[config.mk]
export PLATFORM = sky130hd
export DESIGN_NAME = regfile_unlock
export DESIGN_NICKNAME = d
export VERILOG_FILES = /design/src/rtl/unlock_pkg.sv /design/src/rtl/unlock_wake.sv /design/src/rtl/unlock_gate.sv /design/src/rtl/unlock_decode.sv /design/src/rtl/regfile_unlock.sv
export SDC_FILE = /design/constraint.sdc
export NUM_CORES = 1
export LEC_CHECK = 0
export CAP_MARGIN = 20
export CORE_UTILIZATION = 25
export CTS_CLUSTER_SIZE = 25
export DETAILED_ROUTE_END_ITERATION = 12
export PLACE_DENSITY = 0.74
export RECOVER_POWER = 50
export SETUP_SLACK_MARGIN = 0.02
export SYNTH_ARGS = -nofsm -noshare
export SYNTH_HDL_FRONTEND = slang
export SYNTH_SLANG_ARGS = --single-unit
[constraint.sdc]
create_clock -name clk -period 1.3 [get_ports clk]
set_input_delay 0.13 -clock clk [delete_from_list [all_inputs] [get_ports clk]]
set_output_delay 0.13 -clock clk [all_outputs]
set_load 0.02 [all_outputs]
[src/rtl/unlock_pkg.sv]
package unlock_pkg;
  localparam logic [31:0] WAKE_KEY  = 32'hA5EB1357;
  localparam logic [15:0] PASS_KEY  = 16'hA965;
  localparam int unsigned WAKE_OFS  = 0;
  localparam int unsigned GATE_OFS  = 4;
  localparam int unsigned PROT_BASE = 8;
  localparam int unsigned FLAG_BIT  = 16;

  // true when a byte address hits one of n protected word registers
  function automatic logic is_prot(input logic [31:0] a, input int unsigned n);
    return (a >= PROT_BASE) && (a < PROT_BASE + 4 * n) && (a[1:0] == 2'b00);
  endfunction

  // word index of a protected register from its byte address
  function automatic int unsigned prot_idx(input logic [31:0] a);
    return (a - PROT_BASE) >> 2;
  endfunction
endpackage

[src/rtl/unlock_wake.sv]
module unlock_wake
  import unlock_pkg::*;
#(
  parameter int ADDR_W = 8
) (
  input  logic              clk,
  input  logic              rst_n,
  input  logic              wr_en,
  input  logic [ADDR_W-1:0] addr,
  input  logic [31:0]       wdata,
  output logic              active_o
);
  logic wake_wr, key_hit;
  assign wake_wr = wr_en && (addr == ADDR_W'(WAKE_OFS));
  assign key_hit = wake_wr && (wdata == WAKE_KEY);

  always_ff @(posedge clk or negedge rst_n) begin
    if (!rst_n)       active_o <= 1'b0;
    else if (key_hit) active_o <= 1'b1;
  end


  key_wake_chk: assert property (@(posedge clk) disable iff (!rst_n)
    key_hit |=> active_o);

  no_false_wake_chk: assert property (@(posedge clk) disable iff (!rst_n)
    (!active_o && !key_hit) |=> !active_o);

  wake_sticky_chk: assert property (@(posedge clk) disable iff (!rst_n)
    active_o |=> active_o);
endmodule

[src/rtl/unlock_gate.sv]
module unlock_gate
  import unlock_pkg::*;
#(
  parameter int ADDR_W = 8,
  parameter int WINDOW = 64
) (
  input  logic              clk,
  input  logic              rst_n,
  input  logic              active_i,
  input  logic              wr_en,
  input  logic [ADDR_W-1:0] addr,
  input  logic [15:0]       pwd,
  output logic              open_o
);
  localparam int CNT_W = $clog2(WINDOW + 1);

  logic [CNT_W-1:0] cnt_q;
  logic pwd_wr, pwd_ok, pwd_bad, expire;
  assign pwd_wr  = wr_en && active_i && (addr == ADDR_W'(GATE_OFS));
  assign pwd_ok  = pwd_wr && (pwd == PASS_KEY);
  assign pwd_bad = pwd_wr && (pwd != PASS_KEY);
  assign expire  = open_o && (cnt_q == '0);

  always_ff @(posedge clk or negedge rst_n) begin
    if (!rst_n) begin
      open_o <= 1'b0;
      cnt_q  <= '0;
    end else if (pwd_ok) begin
      open_o <= 1'b1;
      cnt_q  <= CNT_W'(WINDOW - 1);
    end else if (pwd_bad || expire) begin
      open_o <= 1'b0;
      cnt_q  <= '0;
    end else if (open_o) begin
      cnt_q  <= cnt_q - 1'b1;
    end
  end


  pwd_open_chk: assert property (@(posedge clk) disable iff (!rst_n)
    pwd_ok |=> open_o);

  bad_pwd_close_chk: assert property (@(posedge clk) disable iff (!rst_n)
    pwd_bad |=> !open_o);

  window_hold_chk: assert property (@(posedge clk) disable iff (!rst_n)
    (open_o && cnt_q != '0 && !pwd_wr) |=> open_o);

  window_close_chk: assert property (@(posedge clk) disable iff (!rst_n)
    $fell(open_o) |-> ($past(expire) || $past(pwd_bad)));

  open_needs_wake_chk: assert property (@(posedge clk) disable iff (!rst_n)
    open_o |-> active_i);
endmodule

[src/rtl/unlock_decode.sv]
module unlock_decode
  import unlock_pkg::*;
#(
  parameter int ADDR_W   = 8,
  parameter int NUM_REGS = 20
) (
  input  logic                clk,
  input  logic                rst_n,
  input  logic                wr_en,
  input  logic                rd_en,
  input  logic [ADDR_W-1:0]   addr,
  input  logic                active_i,
  input  logic                open_i,
  input  logic [31:0]         reg_rdata,
  output logic [31:0]         rdata,
  output logic [NUM_REGS-1:0] stb_o
);
  logic granted, prot_hit;
  assign granted  = active_i && open_i;
  assign prot_hit = is_prot(32'(addr), NUM_REGS);

  for (genvar i = 0; i < NUM_REGS; i++) begin : g_stb
    assign stb_o[i] = wr_en && granted && (addr == ADDR_W'(PROT_BASE + 4 * i));
  end

  always_comb begin
    rdata = '0;
    if (rd_en) begin
      if (addr == ADDR_W'(WAKE_OFS))      rdata[0]        = active_i;
      else if (addr == ADDR_W'(GATE_OFS)) rdata[FLAG_BIT] = open_i;
      else if (prot_hit && granted)       rdata           = reg_rdata;
    end
  end


  stb_onehot_chk: assert property (@(posedge clk) disable iff (!rst_n)
    $onehot0(stb_o));

  stb_gate_chk: assert property (@(posedge clk) disable iff (!rst_n)
    (stb_o != '0) |-> (active_i && open_i && wr_en));

  locked_read_zero_chk: assert property (@(posedge clk) disable iff (!rst_n)
    (rd_en && prot_hit && !open_i) |-> (rdata == '0));
endmodule

[src/rtl/regfile_unlock.sv]
module regfile_unlock
  import unlock_pkg::*;
#(
  parameter int ADDR_W   = 8,
  parameter int NUM_REGS = 20,
  parameter int WINDOW   = 64
) (
  input  logic                clk,
  input  logic                rst_n,
  input  logic                wr_en,
  input  logic                rd_en,
  input  logic [ADDR_W-1:0]   addr,
  input  logic [31:0]         wdata,
  input  logic [31:0]         reg_rdata,
  output logic [31:0]         rdata,
  output logic                periph_active,
  output logic                access_en,
  output logic [NUM_REGS-1:0] reg_wr_stb
);
  unlock_wake #(.ADDR_W(ADDR_W)) u_wake (
    .clk(clk), .rst_n(rst_n), .wr_en(wr_en), .addr(addr),
    .wdata(wdata), .active_o(periph_active));

  unlock_gate #(.ADDR_W(ADDR_W), .WINDOW(WINDOW)) u_gate (
    .clk(clk), .rst_n(rst_n), .active_i(periph_active), .wr_en(wr_en),
    .addr(addr), .pwd(wdata[15:0]), .open_o(access_en));

  unlock_decode #(.ADDR_W(ADDR_W), .NUM_REGS(NUM_REGS)) u_dec (
    .clk(clk), .rst_n(rst_n), .wr_en(wr_en), .rd_en(rd_en), .addr(addr),
    .active_i(periph_active), .open_i(access_en), .reg_rdata(reg_rdata),
    .rdata(rdata), .stb_o(reg_wr_stb));


  reset_quiet_chk: assert property (@(posedge clk) disable iff (!rst_n)
    !wr_en |-> (reg_wr_stb == '0));
endmodule

# --- Yosys cells after proc, flatten, opt, wreduce, memory -nomap -nowiden ---
# Cells that the tools add are included.
word_totals:
  memories: 0
  mem_bits_rw: 0
  reg_bits: 9
  mem_bits_ro: 0
  latchBits: 0
  in_bits: 76
classes:
  n_mul: 0
  n_reduce_logical: 38
  order_cmp: 2
  n_div: 0
  n_addsub: 1
  bitwise: 0
  shifts: 0
  n_eq_ne: 24
  muxes: 12
ops:
  columns: ["operator", "n"]
  rows:
  - ["== test 8 x 6 -> 1 bit (second input constant)", 8]
  - ["two-way mux 32 bit", 2]
  - ["== test 8 x 7 -> 1 bit (second input constant)", 6]
  - ["== test 32 bit (second input constant)", 1]
  - ["== test 8 x 5 -> 1 bit (second input constant)", 4]
  - ["logical AND 1 bit", 32]
  - ["two-way mux 31 bit", 1]
  - ["two-way mux 7 bit", 3]
  - ["== test 16 bit (second input constant)", 1]
  - ["== test 8 x 4 -> 1 bit (second input constant)", 2]
  - ["two-way mux 16 bit", 1]
  - ["inequality test 16 bit (second input constant)", 1]
  - ["two-way mux 15 bit", 1]
  - ["== test 8 x 3 -> 1 bit (second input constant)", 1]
  - ["greater-or-equal comparator 8 x 4 -> 1 bit (second input constant)", 1]
  - ["zero test 8 bit", 1]
  - ["< comparator 8 x 7 -> 1 bit (second input constant)", 1]
  - ["zero test 7 bit", 1]
  - ["subtractor 7 x 1 -> 7 bit (second input constant)", 1]
  - ["two-way mux 1 bit", 4]
  - ["nonzero test 3 bit", 1]
  - ["zero test 2 bit", 1]
  - ["nonzero test 2 bit", 1]
  - ["logical OR 1 bit", 1]

# --- Longest topological paths before layout ---
depth:
  ltp_word: 8
  mapped_depth: 6
  mapped_depth_nobuf: 6

# --- Hierarchy ---
# Synthesis repeated with hierarchy kept, for this count alone.
hier_totals:
  hier_cells: 149
  area_unflattened_um2: 1244.9
modules_own_cells:
  columns: ["module", "area_per_inst_um2", "cells_per_inst", "n_inst"]
  rows:
  - ["unlock_decode", 549.3, 79, 1]
  - ["unlock_gate", 541.8, 53, 1]
  - ["unlock_wake", 153.9, 17, 1]

# --- Least setup slack after synthesis ---
# OpenSTA, ideal clock, no wires.
synth_path:
  path_kind: "reg2out"
  startpoint: "register u_gate.open_o"
  endpoint: "output rdata[16]"
  path_slack_ps: -362
  arrival_time_ps: 1532
  required_ps: 1170
  path_buffers: 2
  path_stages_with_launch: 6
  path_cell_list: "dfrtp_1 > clkbuf_1 > nand3b_1 > nor4_4 > buf_6 > o2bb2ai_1"
synth_between:
  elab_chain_cells: 6
synth_rtl:
  columns: ["element", "line_no", "rtl"]
  rows:
  - ["from (decl)", "unlock_gate.sv:13", "output logic open_o"]
  - ["from (signal assigned)", "unlock_gate.sv:26", "open_o <= 1'b0;"]
  - ["from (signal assigned)", "unlock_gate.sv:29", "open_o <= 1'b1;"]
  - ["from (signal assigned)", "unlock_gate.sv:32", "open_o <= 1'b0;"]
  - ["logical AND 1 bit", "unlock_decode.sv:19", "assign granted = active_i && open_i;"]
  - ["logical AND 1 bit", "unlock_decode.sv:31", "else if (prot_hit && granted) rdata = reg_rdata;"]
  - ["two-way mux 32 bit", "unlock_decode.sv:31", null]
  - ["two-way mux 1 bit (*)", "unlock_decode.sv:30", "else if (addr == ADDR_W'(GATE_OFS)) rdata[FLAG_BIT] = open_i;"]
  - ["two-way mux 31 bit (*)", "unlock_decode.sv:29", "if (addr == ADDR_W'(WAKE_OFS)) rdata[0] = active_i;"]
  - ["two-way mux 32 bit (*)", "unlock_decode.sv:28", "if (rd_en) begin"]
  - ["to (decl)", "regfile_unlock.sv:15", "output logic [31:0] rdata,"]
# Mark *: on every way between the ends. The rest lies on a longest branch, timed or not.

# --- Worst setup path in the final report ---
layout_path:
  startpoint: "input addr[1]"
  endpoint: "output rdata[18]"
layout_between:
  elab_chain_cells: 8
  elab_cells_between_ends: 12
layout_rtl:
  columns: ["element", "line_no", "rtl"]
  rows:
  - ["from (decl)", "regfile_unlock.sv:12", "input logic [ADDR_W-1:0] addr,"]
  - ["greater-or-equal comparator 8 x 4 -> 1 bit / < comparator 8 x 7 -> 1 bit (equally long branches)", "unlock_pkg.sv:11", "return (a >= PROT_BASE) && (a < PROT_BASE + 4 * n) && (a[1:0] == 2'b00);"]
  - ["logical AND 1 bit (2 in a row)", "unlock_pkg.sv:11", null]
  - ["logical AND 1 bit", "unlock_decode.sv:31", null]
  - ["two-way mux 32 bit", "unlock_decode.sv:31", null]
  - ["two-way mux 15 bit", "unlock_decode.sv:30", null]
  - ["two-way mux 31 bit (*)", "unlock_decode.sv:29", null]
  - ["two-way mux 32 bit (*)", "unlock_decode.sv:28", null]
# Marks and branches as above.

==> results.md <==
- Status: finished with violations
- Final Max Tran Viols: 0
- Clk buf depth: 2
- ANT cells: 0
- Post-synth ARST share: 1.00
- Slew @ Worst Pin: 0.473 ns
- Crit path top cell by count: buf_12
- Core Region: 4410 µm²
- Vias in the first global route: 1808
- Global placer's final weighted congestion: 0.764
- Critical path peak fanout: 10
- WS Path Type: in2out
- Post-route ant nets: 0
- Grt ovf: 0
- Synth warn: 0
- PD cells: 279 nW/µm²
- Main flop type after synthesis: dfrtp_1
- CP max stage cell: or4_4
- WP depth: 9
- Crit path DAT: 1.74 ns
- Worst hold margin: 0.286 ns
- Max VDD drop: 0.000337 V
- Cts hold-fix bufs: 0
- DRC viols: 0
- FF+latch count, synth: 9
- Initial Util: 0.262
- Fill count: 261
- Commonest cells after routing, fill and taps aside: buf_6, clkdlybuf4s50_1, buf_4, and2_4, nor2_4
- Initial antenna violation count: 0
- Failing checks: negative setup slack
- Fin nets: 414
- CP Cell Sequence: clkbuf_2 > or4_4 > nor2_4 > nor4_4 > buf_4 > buf_12 > buf_12 > and2_4 > buf_6
- R2r setup slk: -0.31 ns
- Worst path top cell family by delay: simple AND/OR/NAND/NOR gates
- Clk Latency, worst-skew pair: 0.24 ns
- Cell area after synthesis: 1160 µm²
- Mapped Nets: 226
- Clk slew on worst S/H paths: 0.05 ns
- Post-route setup slack: -0.575 ns
- WP buf/inv: 5
- Dpl ws: -1.56 ns
- # setup viols final: 60
- TritonCTS Buffers: 3
- Syn Inst Count: 149
- CTS H-tree lvls: 1
- Worst path required time: 1.17 ns
- Util after Layout: 0.788
- I/O pin count: 130
- RR Startpoint: u_gate.open_o
- Netlist cell types: 38
- Die height: 70.0 µm
- Layout cells sized above 1: 0.613
- Max_slew headroom: 0.684
- Area of the die: 4900 µm²
- RSZ-0062 raised after global routing: yes
- F_max: 533 MHz
- Critical Path End: rdata[18]
- Die Width: 70.0 µm
- Final hold violation count: 0
- Root Driver: clkbuf_8
- Detailed Route WL: 6470 µm
- Critical path launch point: addr[1]
- Fin crit period: 1.87 ns
- First-pass GRT wire length: 8330 µm
- IO Port Bufs: 129
- Seq/Total Area, Yosys: 0.195
- Vias per std cell: 5.07
- Row cnt: 24
- Commonest non-fill, non-tap cell in the layout: buf_6
- Final setup skew: 0.000649 ns
- First DRT Iteration DRCs: 56
- All-Layer GR Usage: 0.206
- FF-to-FF End: u_gate.cnt_q[5]
- Hold Path Class: in2async
- Vias: 1968
- Leak: 1.44 nW
- Final Cycle Share: 1.44
- DR pass1 iterations: 4
- Largest net degree at the start of global routing: 11
- Clk sinks: 9
- Worst stage delay on the critical path: 0.58 ns
- Reg2reg path depth: 5
- Syn-to-layout area delta: 201%
- Count of flip-flops with a built-in enable after synthesis: 0
- CP startpoint kind: input pin
- DPL Wire Length: 4080 µm
- Crit end category: output port
- # Max-Cap Violations: 0
- Power Total: 971 µW
- Avg WL per Cell: 16.7 µm
- CTS tree: built
- Mapped Avg Cell Area: 7.76 µm²
==> cell usage after synthesis (3+ instances only) <==
cell type  count  share of area
nor2b_1        3          0.016
nand4_1        3          0.016
and2_4        29           0.22
nand4b_1       4          0.030
nor2_1        28          0.091
nand2_1       14          0.045
nor3_1         4          0.017
a31oi_1        5          0.027
buf_6          3          0.029
dfrtp_1        9           0.19
nand2b_1       3          0.016
nand3_1        8          0.035
nor4bb_1       4          0.035
nand3b_1       3          0.019
nor4_1         3          0.016
==> sequential cells by signal, indices dropped and copies added (netlist names) <==
register         count
u_gate.cnt_q         7
u_gate.open_o        1
u_wake.active_o      1
==> cells by family (layout without fill, tap and decap cells) <==
family                     Yosys count  count (layout)  synth area share
muxes                                1               1           0.00866
and+or+nand+nor                    120             120             0.670
AOI/OAI and AO/OA                   12              12            0.0768
adders and majority gates            1               1            0.0108
DFF                                  9               9             0.195
buffers and inverters                6             193            0.0390
==> where the power goes <==
group          total, mW    switching (mW)  internal, mW  leakage (nW)
Combinational      0.351             0.108         0.244          1.32
Sequential         0.281  0.00000000000224         0.281        0.0911
Clock              0.338             0.123         0.215        0.0228
==> layout make-up <==
cell class	count	area, µm²	area share
Tap cell	52	65.1	0.0187
Inverter	2	10.0	0.00288
Multi-Input combinational cell	134	1200	0.346
Timing Repair Buffer	187	1930	0.554
Sequential cell	9	228	0.0655
Clock buffer	4	45.0	0.0129
==> per-layer routing <==
layer / global-route usage / up-vias / share of wire
li1: - / 905 / -
met1: 0.241 / 942 / 0.37
met2: 0.385 / 105 / 0.55
met3: 0.0361 / 16 / 0.048
met4: 0.0511 / 0 / 0.028
met5: 0 / - / 0
==> what timing repair did <==
action / CTS / global route
endpoints found under the setup margin: 63 / 62
gates resized for setup: 367 / 69
setup buffers: 13 / 16
pin swaps: 19 / 30
gates cloned: 1 / 1
==> worst reg2reg max path, stage by stage (launching register included) <==
cell	delay, ns
dfrtp_2	0.37
buf_6	0.11
buf_6	0.10
or4b_4	0.52
o31ai_2	0.24
a31oi_1	0.14
==> worst min path at each step <==
stage | startpoint | end | slack, ns
6_report | rst_n | u_gate.cnt_q[5] | 0.29
5_1_grt | rst_n | u_gate.cnt_q[5] | 0.31
4_1_cts | rst_n | u_gate.cnt_q[3] | 0.21
3_5_place_dp | rst_n | u_gate.cnt_q[4] | 0.46
3_3_place_gp | rst_n | u_gate.cnt_q[5] | 0.46
2_1_floorplan | rst_n | u_gate.cnt_q[0] | -0.17
==> stage by stage <==
stage	cells	setup TNS [ns]	cell area [µm²]
after floorplan	149	-9.53	1240
after global placement	358	-69.78	2810
after detailed placement	358	-72.06	2810
after CTS	374	-21.82	3100
after global routing	388	-26.40	3480
final	388	-24.71	3480
Power figures use the tool's default switching activity.
